`src/rtl/ptg_pkg.sv`:
```
package ptg_pkg;

   // register addresses of the write port
   typedef enum logic [3:0] {
      ADR_RUN    = 4'd0,
      ADR_LINE   = 4'd1,
      ADR_FRAME  = 4'd2,
      ADR_VSW    = 4'd3,
      ADR_HDISP  = 4'd4,
      ADR_VDS    = 4'd5,
      ADR_VDE    = 4'd6,
      ADR_HWIN   = 4'd7,
      ADR_VWS    = 4'd8,
      ADR_VWE    = 4'd9,
      ADR_BORDER = 4'd10,
      ADR_UFLOW  = 4'd11,
      ADR_POL    = 4'd12
   } ptg_addr_e;

   localparam int HI_LSB      = 16;  // upper half-word fields
   localparam int HWIN_EN_BIT = 15;
   localparam int VWIN_EN_BIT = 31;
   localparam int RECOV_BIT   = 31;

   // index of each control output in the polarity vector
   localparam int CTL_HS = 0;
   localparam int CTL_VS = 1;
   localparam int CTL_DE = 2;
   localparam int CTL_N  = 3;

endpackage

```
`src/rtl/ptg_regs.sv`:
```
module ptg_regs
   import ptg_pkg::*;
#(
   parameter int LINE_W  = 12,
   parameter int FRAME_W = 20,
   parameter int RGB_W   = 24
) (
   input  logic               clk_i,
   input  logic               rst_ni,
   input  logic               we_i,
   input  logic [3:0]         addr_i,
   input  logic [31:0]        wdata_i,
   output logic               run_o,
   output logic [LINE_W-1:0]  line_len_o,
   output logic [LINE_W-1:0]  hs_w_o,
   output logic [FRAME_W-1:0] frame_len_o,
   output logic [FRAME_W-1:0] vs_w_o,
   output logic [LINE_W-1:0]  hd_start_o,
   output logic [LINE_W-1:0]  hd_end_o,
   output logic [FRAME_W-1:0] vd_start_o,
   output logic [FRAME_W-1:0] vd_end_o,
   output logic               hw_en_o,
   output logic [LINE_W-1:0]  hw_start_o,
   output logic [LINE_W-1:0]  hw_end_o,
   output logic               vw_en_o,
   output logic [FRAME_W-1:0] vw_start_o,
   output logic [FRAME_W-1:0] vw_end_o,
   output logic [RGB_W-1:0]   border_o,
   output logic [RGB_W-1:0]   uf_rgb_o,
   output logic               uf_rec_o,
   output logic [CTL_N-1:0]   pol_o
);

   always_ff @(posedge clk_i or negedge rst_ni) begin
      if (!rst_ni) begin
         run_o       <= 1'b0;
         line_len_o  <= '0;
         hs_w_o      <= '0;
         frame_len_o <= '0;
         vs_w_o      <= '0;
         hd_start_o  <= '0;
         hd_end_o    <= '0;
         vd_start_o  <= '0;
         vd_end_o    <= '0;
         hw_en_o     <= 1'b0;
         hw_start_o  <= '0;
         hw_end_o    <= '0;
         vw_en_o     <= 1'b0;
         vw_start_o  <= '0;
         vw_end_o    <= '0;
         border_o    <= '0;
         uf_rgb_o    <= '0;
         uf_rec_o    <= 1'b0;
         pol_o       <= '0;
      end else if (we_i) begin
         case (addr_i)
            ADR_RUN:    run_o <= wdata_i[0];
            ADR_LINE: begin
               line_len_o <= wdata_i[HI_LSB +: LINE_W];
               hs_w_o     <= wdata_i[LINE_W-1:0];
            end
            ADR_FRAME:  frame_len_o <= wdata_i[FRAME_W-1:0];
            ADR_VSW:    vs_w_o      <= wdata_i[FRAME_W-1:0];
            ADR_HDISP: begin
               hd_end_o   <= wdata_i[HI_LSB +: LINE_W];
               hd_start_o <= wdata_i[LINE_W-1:0];
            end
            ADR_VDS:    vd_start_o <= wdata_i[FRAME_W-1:0];
            ADR_VDE:    vd_end_o   <= wdata_i[FRAME_W-1:0];
            ADR_HWIN: begin
               hw_end_o   <= wdata_i[HI_LSB +: LINE_W];
               hw_en_o    <= wdata_i[HWIN_EN_BIT];
               hw_start_o <= wdata_i[LINE_W-1:0];
            end
            ADR_VWS: begin
               vw_en_o    <= wdata_i[VWIN_EN_BIT];
               vw_start_o <= wdata_i[FRAME_W-1:0];
            end
            ADR_VWE:    vw_end_o <= wdata_i[FRAME_W-1:0];
            ADR_BORDER: border_o <= wdata_i[RGB_W-1:0];
            ADR_UFLOW: begin
               uf_rec_o <= wdata_i[RECOV_BIT];
               uf_rgb_o <= wdata_i[RGB_W-1:0];
            end
            ADR_POL:    pol_o <= wdata_i[CTL_N-1:0];
            default: ;
         endcase
      end
   end

endmodule

```
`src/rtl/ptg_count.sv`:
```
module ptg_count #(
   parameter int LINE_W  = 12,
   parameter int FRAME_W = 20
) (
   input  logic               clk_i,
   input  logic               rst_ni,
   input  logic               run_i,
   input  logic [LINE_W-1:0]  line_len_i,
   input  logic [FRAME_W-1:0] frame_len_i,
   output logic [LINE_W-1:0]  hcnt_o,
   output logic [FRAME_W-1:0] fcnt_o,
   output logic               f_last_o
);

   logic h_last;

   // ">=" rather than "==" keeps the counters bounded if a length shrinks mid-run
   assign h_last   = hcnt_o >= (line_len_i - 1'b1);
   assign f_last_o = fcnt_o >= (frame_len_i - 1'b1);

   always_ff @(posedge clk_i or negedge rst_ni) begin
      if (!rst_ni) begin
         hcnt_o <= '0;
         fcnt_o <= '0;
      end else if (!run_i) begin
         hcnt_o <= '0;
         fcnt_o <= '0;
      end else begin
         hcnt_o <= h_last   ? '0 : hcnt_o + 1'b1;
         fcnt_o <= f_last_o ? '0 : fcnt_o + 1'b1;
      end
   end

   // a stopped generator restarts from count 0
   p_restart_r1: assert property (@(posedge clk_i) disable iff (!rst_ni)
      !run_i |=> (hcnt_o == '0 && fcnt_o == '0));

   // a non-zero frame count always comes from a single-step advance
   p_fstep_r3: assert property (@(posedge clk_i) disable iff (!rst_ni)
      (run_i && $past(run_i) && fcnt_o != '0) |-> fcnt_o == $past(fcnt_o) + 1'b1);

endmodule

```
`src/rtl/ptg_pixel.sv`:
```
module ptg_pixel
   import ptg_pkg::*;
#(
   parameter int LINE_W  = 12,
   parameter int FRAME_W = 20,
   parameter int RGB_W   = 24
) (
   input  logic               clk_i,
   input  logic               rst_ni,
   input  logic               run_i,
   input  logic [LINE_W-1:0]  hcnt_i,
   input  logic [FRAME_W-1:0] fcnt_i,
   input  logic               f_last_i,
   input  logic [LINE_W-1:0]  hs_w_i,
   input  logic [FRAME_W-1:0] vs_w_i,
   input  logic [LINE_W-1:0]  hd_start_i,
   input  logic [LINE_W-1:0]  hd_end_i,
   input  logic [FRAME_W-1:0] vd_start_i,
   input  logic [FRAME_W-1:0] vd_end_i,
   input  logic               hw_en_i,
   input  logic [LINE_W-1:0]  hw_start_i,
   input  logic [LINE_W-1:0]  hw_end_i,
   input  logic               vw_en_i,
   input  logic [FRAME_W-1:0] vw_start_i,
   input  logic [FRAME_W-1:0] vw_end_i,
   input  logic [RGB_W-1:0]   border_i,
   input  logic [RGB_W-1:0]   uf_rgb_i,
   input  logic               uf_rec_i,
   input  logic [CTL_N-1:0]   pol_i,
   input  logic               pix_valid_i,
   input  logic [RGB_W-1:0]   pix_rgb_i,
   output logic               pix_ready_o,
   output logic               hsync_o,
   output logic               vsync_o,
   output logic               de_o,
   output logic [RGB_W-1:0]   rgb_o,
   output logic               frame_start_o
);

   logic             in_hd, in_vd, disp, in_hw, in_vw, win, take, starve;
   logic             drop_q, drop_n;
   logic [CTL_N-1:0] ctl_raw, ctl_q;
   logic [RGB_W-1:0] rgb_n, rgb_q;
   logic             fs_q;

   // region decode on the live counts
   assign in_hd = (hcnt_i >= hd_start_i) && (hcnt_i <= hd_end_i);
   assign in_vd = (fcnt_i >= vd_start_i) && (fcnt_i <= vd_end_i);
   assign disp  = run_i && in_hd && in_vd;
   assign in_hw = !hw_en_i || ((hcnt_i >= hw_start_i) && (hcnt_i <= hw_end_i));
   assign in_vw = !vw_en_i || ((fcnt_i >= vw_start_i) && (fcnt_i <= vw_end_i));
   assign win   = in_hw && in_vw;
   assign take  = disp && win;

   assign pix_ready_o = take && !drop_q;
   assign starve      = pix_ready_o && !pix_valid_i;

   assign ctl_raw[CTL_HS] = run_i && (hcnt_i < hs_w_i);
   assign ctl_raw[CTL_VS] = run_i && (fcnt_i < vs_w_i);
   assign ctl_raw[CTL_DE] = disp;

   always_comb begin
      if (!disp)                     rgb_n = '0;
      else if (!win)                 rgb_n = border_i;
      else if (drop_q || !pix_valid_i) rgb_n = uf_rgb_i;
      else                           rgb_n = pix_rgb_i;
   end

   // frame-drop state for recovery mode; frame end wins over a new underflow
   always_comb begin
      drop_n = drop_q;
      if (!run_i || f_last_i)   drop_n = 1'b0;
      else if (starve && uf_rec_i) drop_n = 1'b1;
   end

   always_ff @(posedge clk_i or negedge rst_ni) begin
      if (!rst_ni) begin
         drop_q <= 1'b0;
         rgb_q  <= '0;
         fs_q   <= 1'b0;
      end else begin
         drop_q <= drop_n;
         rgb_q  <= rgb_n;
         fs_q   <= run_i && (fcnt_i == '0);
      end
   end

   // one polarity stage per control output
   for (genvar g = 0; g < CTL_N; g++) begin : g_pol
      always_ff @(posedge clk_i or negedge rst_ni) begin
         if (!rst_ni) ctl_q[g] <= 1'b0;
         else         ctl_q[g] <= ctl_raw[g] ^ pol_i[g];
      end
   end

   assign hsync_o       = ctl_q[CTL_HS];
   assign vsync_o       = ctl_q[CTL_VS];
   assign de_o          = ctl_q[CTL_DE];
   assign rgb_o         = rgb_q;
   assign frame_start_o = fs_q;

   // colour is blank whenever the previous cycle was outside the display region
   p_blank_r4: assert property (@(posedge clk_i) disable iff (!rst_ni)
      !$past(disp) |-> rgb_q == '0);

   // no frame start while the counters were held
   p_idle_r1: assert property (@(posedge clk_i) disable iff (!rst_ni)
      !$past(run_i) |-> !fs_q);

   // the drop state never survives into a new frame
   p_drop_clear_r8: assert property (@(posedge clk_i) disable iff (!rst_ni)
      (run_i && fcnt_i == '0) |-> !drop_q);

   // a consumed pixel is always followed by data enable in its active level
   p_ready_de_r6: assert property (@(posedge clk_i) disable iff (!rst_ni)
      (pix_ready_o && $stable(pol_i)) |=> (de_o != pol_i[CTL_DE]));

endmodule

```
`src/rtl/panel_timing_gen.sv`:
```
module panel_timing_gen
   import ptg_pkg::*;
#(
   parameter int LINE_W  = 12,
   parameter int FRAME_W = 20,
   parameter int RGB_W   = 24
) (
   input  logic             clk_i,
   input  logic             rst_ni,
   input  logic             cfg_we_i,
   input  logic [3:0]       cfg_addr_i,
   input  logic [31:0]      cfg_wdata_i,
   input  logic             pix_valid_i,
   input  logic [RGB_W-1:0] pix_rgb_i,
   output logic             pix_ready_o,
   output logic             hsync_o,
   output logic             vsync_o,
   output logic             de_o,
   output logic [RGB_W-1:0] rgb_o,
   output logic             frame_start_o
);

   initial begin
      assert (LINE_W >= 2 && LINE_W <= HWIN_EN_BIT)
         else $error("LINE_W must fit below the window enable bit");
      assert (FRAME_W >= 2 && FRAME_W < VWIN_EN_BIT)
         else $error("FRAME_W must fit below the vertical enable bit");
      assert (RGB_W >= 1 && RGB_W < RECOV_BIT)
         else $error("RGB_W must fit below the recovery bit");
   end

   logic               run;
   logic [LINE_W-1:0]  line_len, hs_w, hd_start, hd_end, hw_start, hw_end, hcnt;
   logic [FRAME_W-1:0] frame_len, vs_w, vd_start, vd_end, vw_start, vw_end, fcnt;
   logic               hw_en, vw_en, uf_rec, f_last;
   logic [RGB_W-1:0]   border, uf_rgb;
   logic [CTL_N-1:0]   pol;

   ptg_regs #(.LINE_W(LINE_W), .FRAME_W(FRAME_W), .RGB_W(RGB_W)) u_regs (
      .clk_i, .rst_ni,
      .we_i(cfg_we_i), .addr_i(cfg_addr_i), .wdata_i(cfg_wdata_i),
      .run_o(run), .line_len_o(line_len), .hs_w_o(hs_w),
      .frame_len_o(frame_len), .vs_w_o(vs_w),
      .hd_start_o(hd_start), .hd_end_o(hd_end),
      .vd_start_o(vd_start), .vd_end_o(vd_end),
      .hw_en_o(hw_en), .hw_start_o(hw_start), .hw_end_o(hw_end),
      .vw_en_o(vw_en), .vw_start_o(vw_start), .vw_end_o(vw_end),
      .border_o(border), .uf_rgb_o(uf_rgb), .uf_rec_o(uf_rec), .pol_o(pol)
   );

   ptg_count #(.LINE_W(LINE_W), .FRAME_W(FRAME_W)) u_count (
      .clk_i, .rst_ni, .run_i(run),
      .line_len_i(line_len), .frame_len_i(frame_len),
      .hcnt_o(hcnt), .fcnt_o(fcnt), .f_last_o(f_last)
   );

   ptg_pixel #(.LINE_W(LINE_W), .FRAME_W(FRAME_W), .RGB_W(RGB_W)) u_pixel (
      .clk_i, .rst_ni, .run_i(run),
      .hcnt_i(hcnt), .fcnt_i(fcnt), .f_last_i(f_last),
      .hs_w_i(hs_w), .vs_w_i(vs_w),
      .hd_start_i(hd_start), .hd_end_i(hd_end),
      .vd_start_i(vd_start), .vd_end_i(vd_end),
      .hw_en_i(hw_en), .hw_start_i(hw_start), .hw_end_i(hw_end),
      .vw_en_i(vw_en), .vw_start_i(vw_start), .vw_end_i(vw_end),
      .border_i(border), .uf_rgb_i(uf_rgb), .uf_rec_i(uf_rec), .pol_i(pol),
      .pix_valid_i, .pix_rgb_i, .pix_ready_o,
      .hsync_o, .vsync_o, .de_o, .rgb_o, .frame_start_o
   );

endmodule

```
`config.mk`:
```
export PLATFORM = sky130hd
export DESIGN_NAME = panel_timing_gen
export DESIGN_NICKNAME = d
export VERILOG_FILES = /design/src/rtl/ptg_pkg.sv /design/src/rtl/ptg_regs.sv /design/src/rtl/ptg_count.sv /design/src/rtl/ptg_pixel.sv /design/src/rtl/panel_timing_gen.sv
export SDC_FILE = /design/constraint.sdc
export NUM_CORES = 1
export LEC_CHECK = 0
export CAP_MARGIN = 30
export CORE_UTILIZATION = 46
export CTS_BUF_LIST = sky130_fd_sc_hd__clkbuf_4
export DETAILED_ROUTE_END_ITERATION = 7
export DONT_BUFFER_PORTS = 1
export GPL_ROUTABILITY_DRIVEN = 0
export PLACE_DENSITY = 0.67
export SLEW_MARGIN = 20
export SYNTH_ARGS = -nofsm -noshare
export SYNTH_HDL_FRONTEND = slang
export SYNTH_SLANG_ARGS = --single-unit
```
`constraint.sdc`:
```
create_clock -name clk_i -period 7.7 [get_ports clk_i]
set_input_delay 2.31 -clock clk_i [delete_from_list [all_inputs] [get_ports clk_i]]
set_output_delay 2.31 -clock clk_i [all_outputs]
set_load 0.02 [all_outputs]
```
# Word level (Yosys, flattened, before mapping)
# Cells that the tools add are included.
word_totals:
  output_inout_bits: 29
  elab_cells: 106
  register_bits: 308
op_classes:
  order_cmp: 12
  reduce_logical: 39
  muxes: 9
  n_bitwise: 3
  add_sub_neg: 4
  eq_ne: 12
ops:
  columns: ["operator", "n"]
  rows:
  - ["2-to-1 mux 24 bit", 3]
  - ["greater-or-equal comparator 20 bit", 3]
  - ["less-or-equal comparator 20 bit", 2]
  - ["2-to-1 mux 20 bit", 2]
  - ["greater-or-equal comparator 12 bit", 3]
  - ["AND reduction 2 bit", 13]
  - ["less-or-equal comparator 12 bit", 2]
  - ["2-to-1 mux 12 bit", 2]
  - ["adder 20 x 1 -> 20 bit, second input constant", 1]
  - ["== test 4 bit, second input constant", 5]
  - ["zero test 20 bit", 1]
  - ["less-than comparator 20 bit", 1]
  - ["subtractor 20 x 1 -> 20 bit, second input constant", 1]
  - ["== test 4 x 3 -> 1 bit, second input constant", 4]
  - ["logical AND 1 bit", 14]
  - ["adder 12 x 1 -> 12 bit, second input constant", 1]
  - ["less-than comparator 12 bit", 1]
  - ["subtractor 12 x 1 -> 12 bit, second input constant", 1]
  - ["== test 4 x 2 -> 1 bit, second input constant", 2]
  - ["zero test 1 bit", 5]
  - ["== test 4 x 1 -> 1 bit, second input constant", 1]
  - ["zero test 4 bit", 1]
  - ["logical OR 1 bit", 4]
  - ["XOR 1 bit", 3]
  - ["other kinds (2)", 3]

# Depth between registers and ports, before layout
depth:
  depth_word: 10
  ltp_mapped: 14
  mapped_depth_nobuf: 14

# By module
# From an unflattened synthesis, not the netlist that was laid out.
unflattened:
  cells_unflattened: 1528
  hier_area_um2: 17548.1
modules_own_cells:
  columns: ["mod", "area_per_inst_um2", "cells_each", "seq_area_each_um2", "n_inst"]
  rows:
  - ["ptg_regs", 9295.2, 554, 6180.9, 1]
  - ["ptg_pixel", 5554.1, 677, 725.7, 1]
  - ["ptg_count", 2698.8, 297, 800.8, 1]

# Least setup slack after synthesis
# No wires, ideal clock.
synth_path:
  kind: "reg2out"
  startpoint: "register u_count.fcnt_o[1]"
  endpoint: "output pix_ready_o"
  required_ns: 5.390
  arrival_ns: 2.687
  path_buffers: 0
  path_stages_with_launch: 9
  setup_slack_ns: 2.703
  cell_sequence: "dfrtp_1 ha_1 nor2b_1 o211ai_1 a21boi_0 o41a_1 o21ai_0 nand4b_1 nor4_1"
synth_via:
  elab_chain_cells: 6
  word_cells_on_any_way: 11
synth_rtl:
  columns: ["element", "line_no", "rtl"]
  rows:
  - ["start: declaration", "ptg_count.sv:11", "output logic [FRAME_W-1:0] fcnt_o,"]
  - ["start signal: assignment", "ptg_count.sv:30", "fcnt_o <= f_last_o ? '0 : fcnt_o + 1'b1;"]
  - ["greater-or-equal comparator 20 bit or less-or-equal comparator 20 bit (tied branches)", "ptg_pixel.sv:51", "assign in_vw = !vw_en_i || ((fcnt_i >= vw_start_i) && (fcnt_i <= vw_end_i));"]
  - ["logical AND 1 bit", "ptg_pixel.sv:51", null]
  - ["logical OR 1 bit", "ptg_pixel.sv:51", null]
  - ["logical AND 1 bit", "ptg_pixel.sv:52", "assign win = in_hw && in_vw;"]
  - ["logical AND 1 bit *", "ptg_pixel.sv:53", "assign take = disp && win;"]
  - ["logical AND 1 bit *", "ptg_pixel.sv:55", "assign pix_ready_o = take && !drop_q;"]
  - ["end: declaration", "panel_timing_gen.sv:15", "output logic pix_ready_o,"]
# Every way passes the cells marked *; elsewhere a longest branch is shown, timed or not.

# Worst setup path in the final report
# Ends and elaborated chain as after synthesis.

==> results.json <==
{
  "finalHoldViolCount": 0,
  "hold_class": "reg -> reg",
  "cts.sinks": 308,
  "ant_nets": 0,
  "syn_avg_cell_area_sq_um": 10.37,
  "hpwl_microns": 27880,
  "yosysSeqAreaShare": 0.4519,
  "fin_util": 0.5099,
  "cts_buffer_depth": 3,
  "synth_common_cells": "dfrtp_1 (308), ha_1 (195), inv_1 (166), mux2_2 (149), nand2_1 (148)",
  "combPwrFrac": 0.218,
  "cts-root-buf": "clkbuf_4",
  "required_ps": 5390,
  "drive_above_1_share": 0.1764,
  "cp-end-kind": "output pin",
  "synth-seq-cells": 308,
  "startpoint_type": "register",
  "gr-usage-all-layers": 0.2280,
  "switching_share": 0.3043,
  "hold_ws_ps": 478.0,
  "synth_compound_area_frac": 0.1059,
  "maxCapViolCount": 0,
  "port_buffers": 0,
  "synth_most_common_cell": "dfrtp_1",
  "instances_no_fill": 2209,
  "async_reset_ff_frac": 1.000,
  "dieArea_sq_um": 37850,
  "initial_utilization": 0.4669,
  "clk_pin_slew_ps": 60,
  "wl_per_cell_microns": 18.82,
  "num_rows": 70,
  "switchingPower_w": 0.001389,
  "synthesis.nets": 1903,
  "dp_cells": 2060,
  "power_density_nw_per_um2": 245.2,
  "first_iter_violations": 614,
  "pre_cts_slack_ps": 2397,
  "post_cts_buffers": 0,
  "relSlewSlack": 0.3213,
  "antenna_found_initial": 1,
  "grt_max_degree": 309,
  "p_seq_frac": 0.466,
  "cts_buffers": 82,
  "hold_buffers": 0,
  "synth_adder_area_share": 0.1431,
  "synth_area_leader_cell": "dfrtp_1",
  "die_h_microns": 194.5,
  "synthMuxAreaShare": 0.1125,
  "fp.dieW_microns": 194.5,
  "cp_data_arrival_time_ps": 3770,
  "vias": 12200,
  "via_per_inst": 5.523,
  "netlist_instances": 1644,
  "ios": 93,
  "fill_cells": 3341,
  "syn2layout_area_growth_pct": 9.193,
  "ys_types": 54,
  "finalCritPeriodShare": 0.7892,
  "setup-violations-final": 0,
  "drt-total-wl_microns": 41580,
  "synth_edf_count": 0,
  "cts_tree": "done",
  "overflow": 0,
  "fmaxAchievable_mhz": 164.6,
  "htreeDepth": 3,
  "worstPathMaxFanout": 11,
  "synth_top_family_by_area": "adder cells",
  "period_minus_slack_ps": 6077,
  "grt_pass1_vias": 12610,
  "synth_flop_cell": "dfrtp_1",
  "status": "complete, no violations",
  "grt_pass1_wl_microns": 67050,
  "p_int_w": 0.003176,
  "slew_viol_final": 0,
  "p_clk_frac": 0.315,
  "yosysWarnings": 0,
  "p_leak_nw": 9.082,
  "drc": 0,
  "tns_ps": 0,
  "synth_area_leaders": "dfrtp_1 (45%), ha_1 (14%), mux2_2 (9.8%), o21ai_0 (3.7%), inv_1 (3.7%)",
  "first_pass_iters": 5,
  "rsz0062_at_grt": "no",
  "ir_drop_uv": 115.8,
  "synth_xor_area_frac": 0.03030,
  "clock_latency_ps": 750,
  "worst_slew_pin_slew_ps": 1018,
  "synthSimpleGateAreaFrac": 0.1045,
  "yosysTopAreaCellShare": 0.4519,
  "coreArea_sq_um": 36520,
  "worst_slack_ps": 1623,
  "nets": 1937,
  "worstSetupPathType": "reg -> out",
  "post_cts_resized": 0,
  "clock_skew_ps": 65.74,
  "syn_area_sq_um": 17050
}
## power groups by stage
stage | clock, W | combinational [W] | sequential [W]
2_1_floorplan | 0 | 0.000804 | 0.00210
3_3_place_gp | 0 | 0.000941 | 0.00215
3_5_place_dp | 0 | 0.000987 | 0.00216
4_1_cts | 0.00148 | 0.000996 | 0.00213
5_1_grt | 0.00157 | 0.00116 | 0.00217
6_report | 0.00144 | 0.000997 | 0.00213
## logic make-up after synthesis
group                    after synthesis
AND/OR/NAND/NOR                      376
buffers and inverters                232
XOR/XNOR                              59
multiplexers                         173
AO/OA/AOI/OAI                        301
flip-flops                           308
adder cells (fa/ha/maj)              195
## cell usage in the layout (no fill, tap or decap), types with 3 or more instances in the layout
cell type	Yosys	final
nor3b_1	3	3
or3_1	3	3
a211oi_1	34	34
nor4_1	15	15
or4_1	5	5
xnor2_1	35	35
dfrtp_1	308	308
a2111oi_0	3	3
o21ai_0	125	125
mux2_2	149	149
nand3_1	33	33
a21boi_0	4	4
clkbuf_4	0	123
nor2_2	0	5
buf_8	0	3
nor2_1	75	69
o211ai_1	6	6
nor2b_1	9	7
buf_4	2	11
inv_1	166	166
a211o_1	3	3
mux2i_1	24	24
a21o_1	27	27
nand2b_1	15	15
xor2_1	24	24
and3_1	8	8
nand4_1	27	27
a21oi_1	75	75
clkinv_1	0	18
o21a_1	6	6
ha_1	195	195
o2111ai_1	4	4
and4_1	5	5
nand2_1	148	148
nor3_1	17	17
nand3b_1	5	5
## metal layers
layer / wire, microns / GRT usage / vias up
li1: - / - / 5852
met1: 18460 / 0.2913 / 5967
met2: 19670 / 0.3737 / 278
met3: 2063 / 0.05067 / 104
met4: 1392 / 0.09406 / 0
met5: 0 / 0 / -
## sequential cells by signal, summed over array words and instances (netlist names), 20 cells and up
register	count
u_count.fcnt_o	20
u_pixel.rgb_o	24
u_regs.border_o	24
u_regs.frame_len_o	20
u_regs.uf_rgb_o	24
u_regs.vd_end_o	20
u_regs.vd_start_o	20
u_regs.vs_w_o	20
u_regs.vw_end_o	20
u_regs.vw_start_o	20
## critical path: stages, from the launching register on
cell	delay [ps]
dfrtp_1	660
ha_1	330
nor2b_1	130
o211ai_1	150
a21boi_0	130
o41a_1	370
o21ai_0	550
nand4b_1	210
nor4_1	300
buf_4	200
## path summary, 6_finish.rpt
path,slack (ps),endpoint,cells past startpoint,start
min in group asynchronous,1320,u_count.hcnt_o[9],0,rst_ni
worst max register to register,3790,u_pixel.drop_q,13,u_regs.frame_len_o[3]
worst min register to register,480,u_pixel.vsync_o,1,u_regs.pol_o[1]
worst min-delay path,480,u_pixel.vsync_o,1,u_regs.pol_o[1]
max in group asynchronous,5530,u_regs.vd_start_o[1],0,rst_ni
worst max-delay path,1620,pix_ready_o,9,u_count.fcnt_o[1]
## cell type report
cell class,instances,area (sq um),share of cell area
timing repair buffer,16,166.4,0.008936
antenna,1,2.502,0.0001344
multi-input combinational,1104,8494,0.4562
inverter,166,623.1,0.03346
tap,468,585.6,0.03145
clock buffer,123,923.4,0.04959
clock inverter,23,118.9,0.006383
sequential,308,7707,0.4139
## per-stage QoR
step           total power [W]  cell area [sq um]
2_1_floorplan         0.002903              17050
3_3_place_gp          0.003086              17490
3_5_place_dp          0.003144              17530
4_1_cts               0.004606              18580
5_1_grt               0.004891              18620
6_report              0.004566              18620
(Power assumes the default switching activity.)
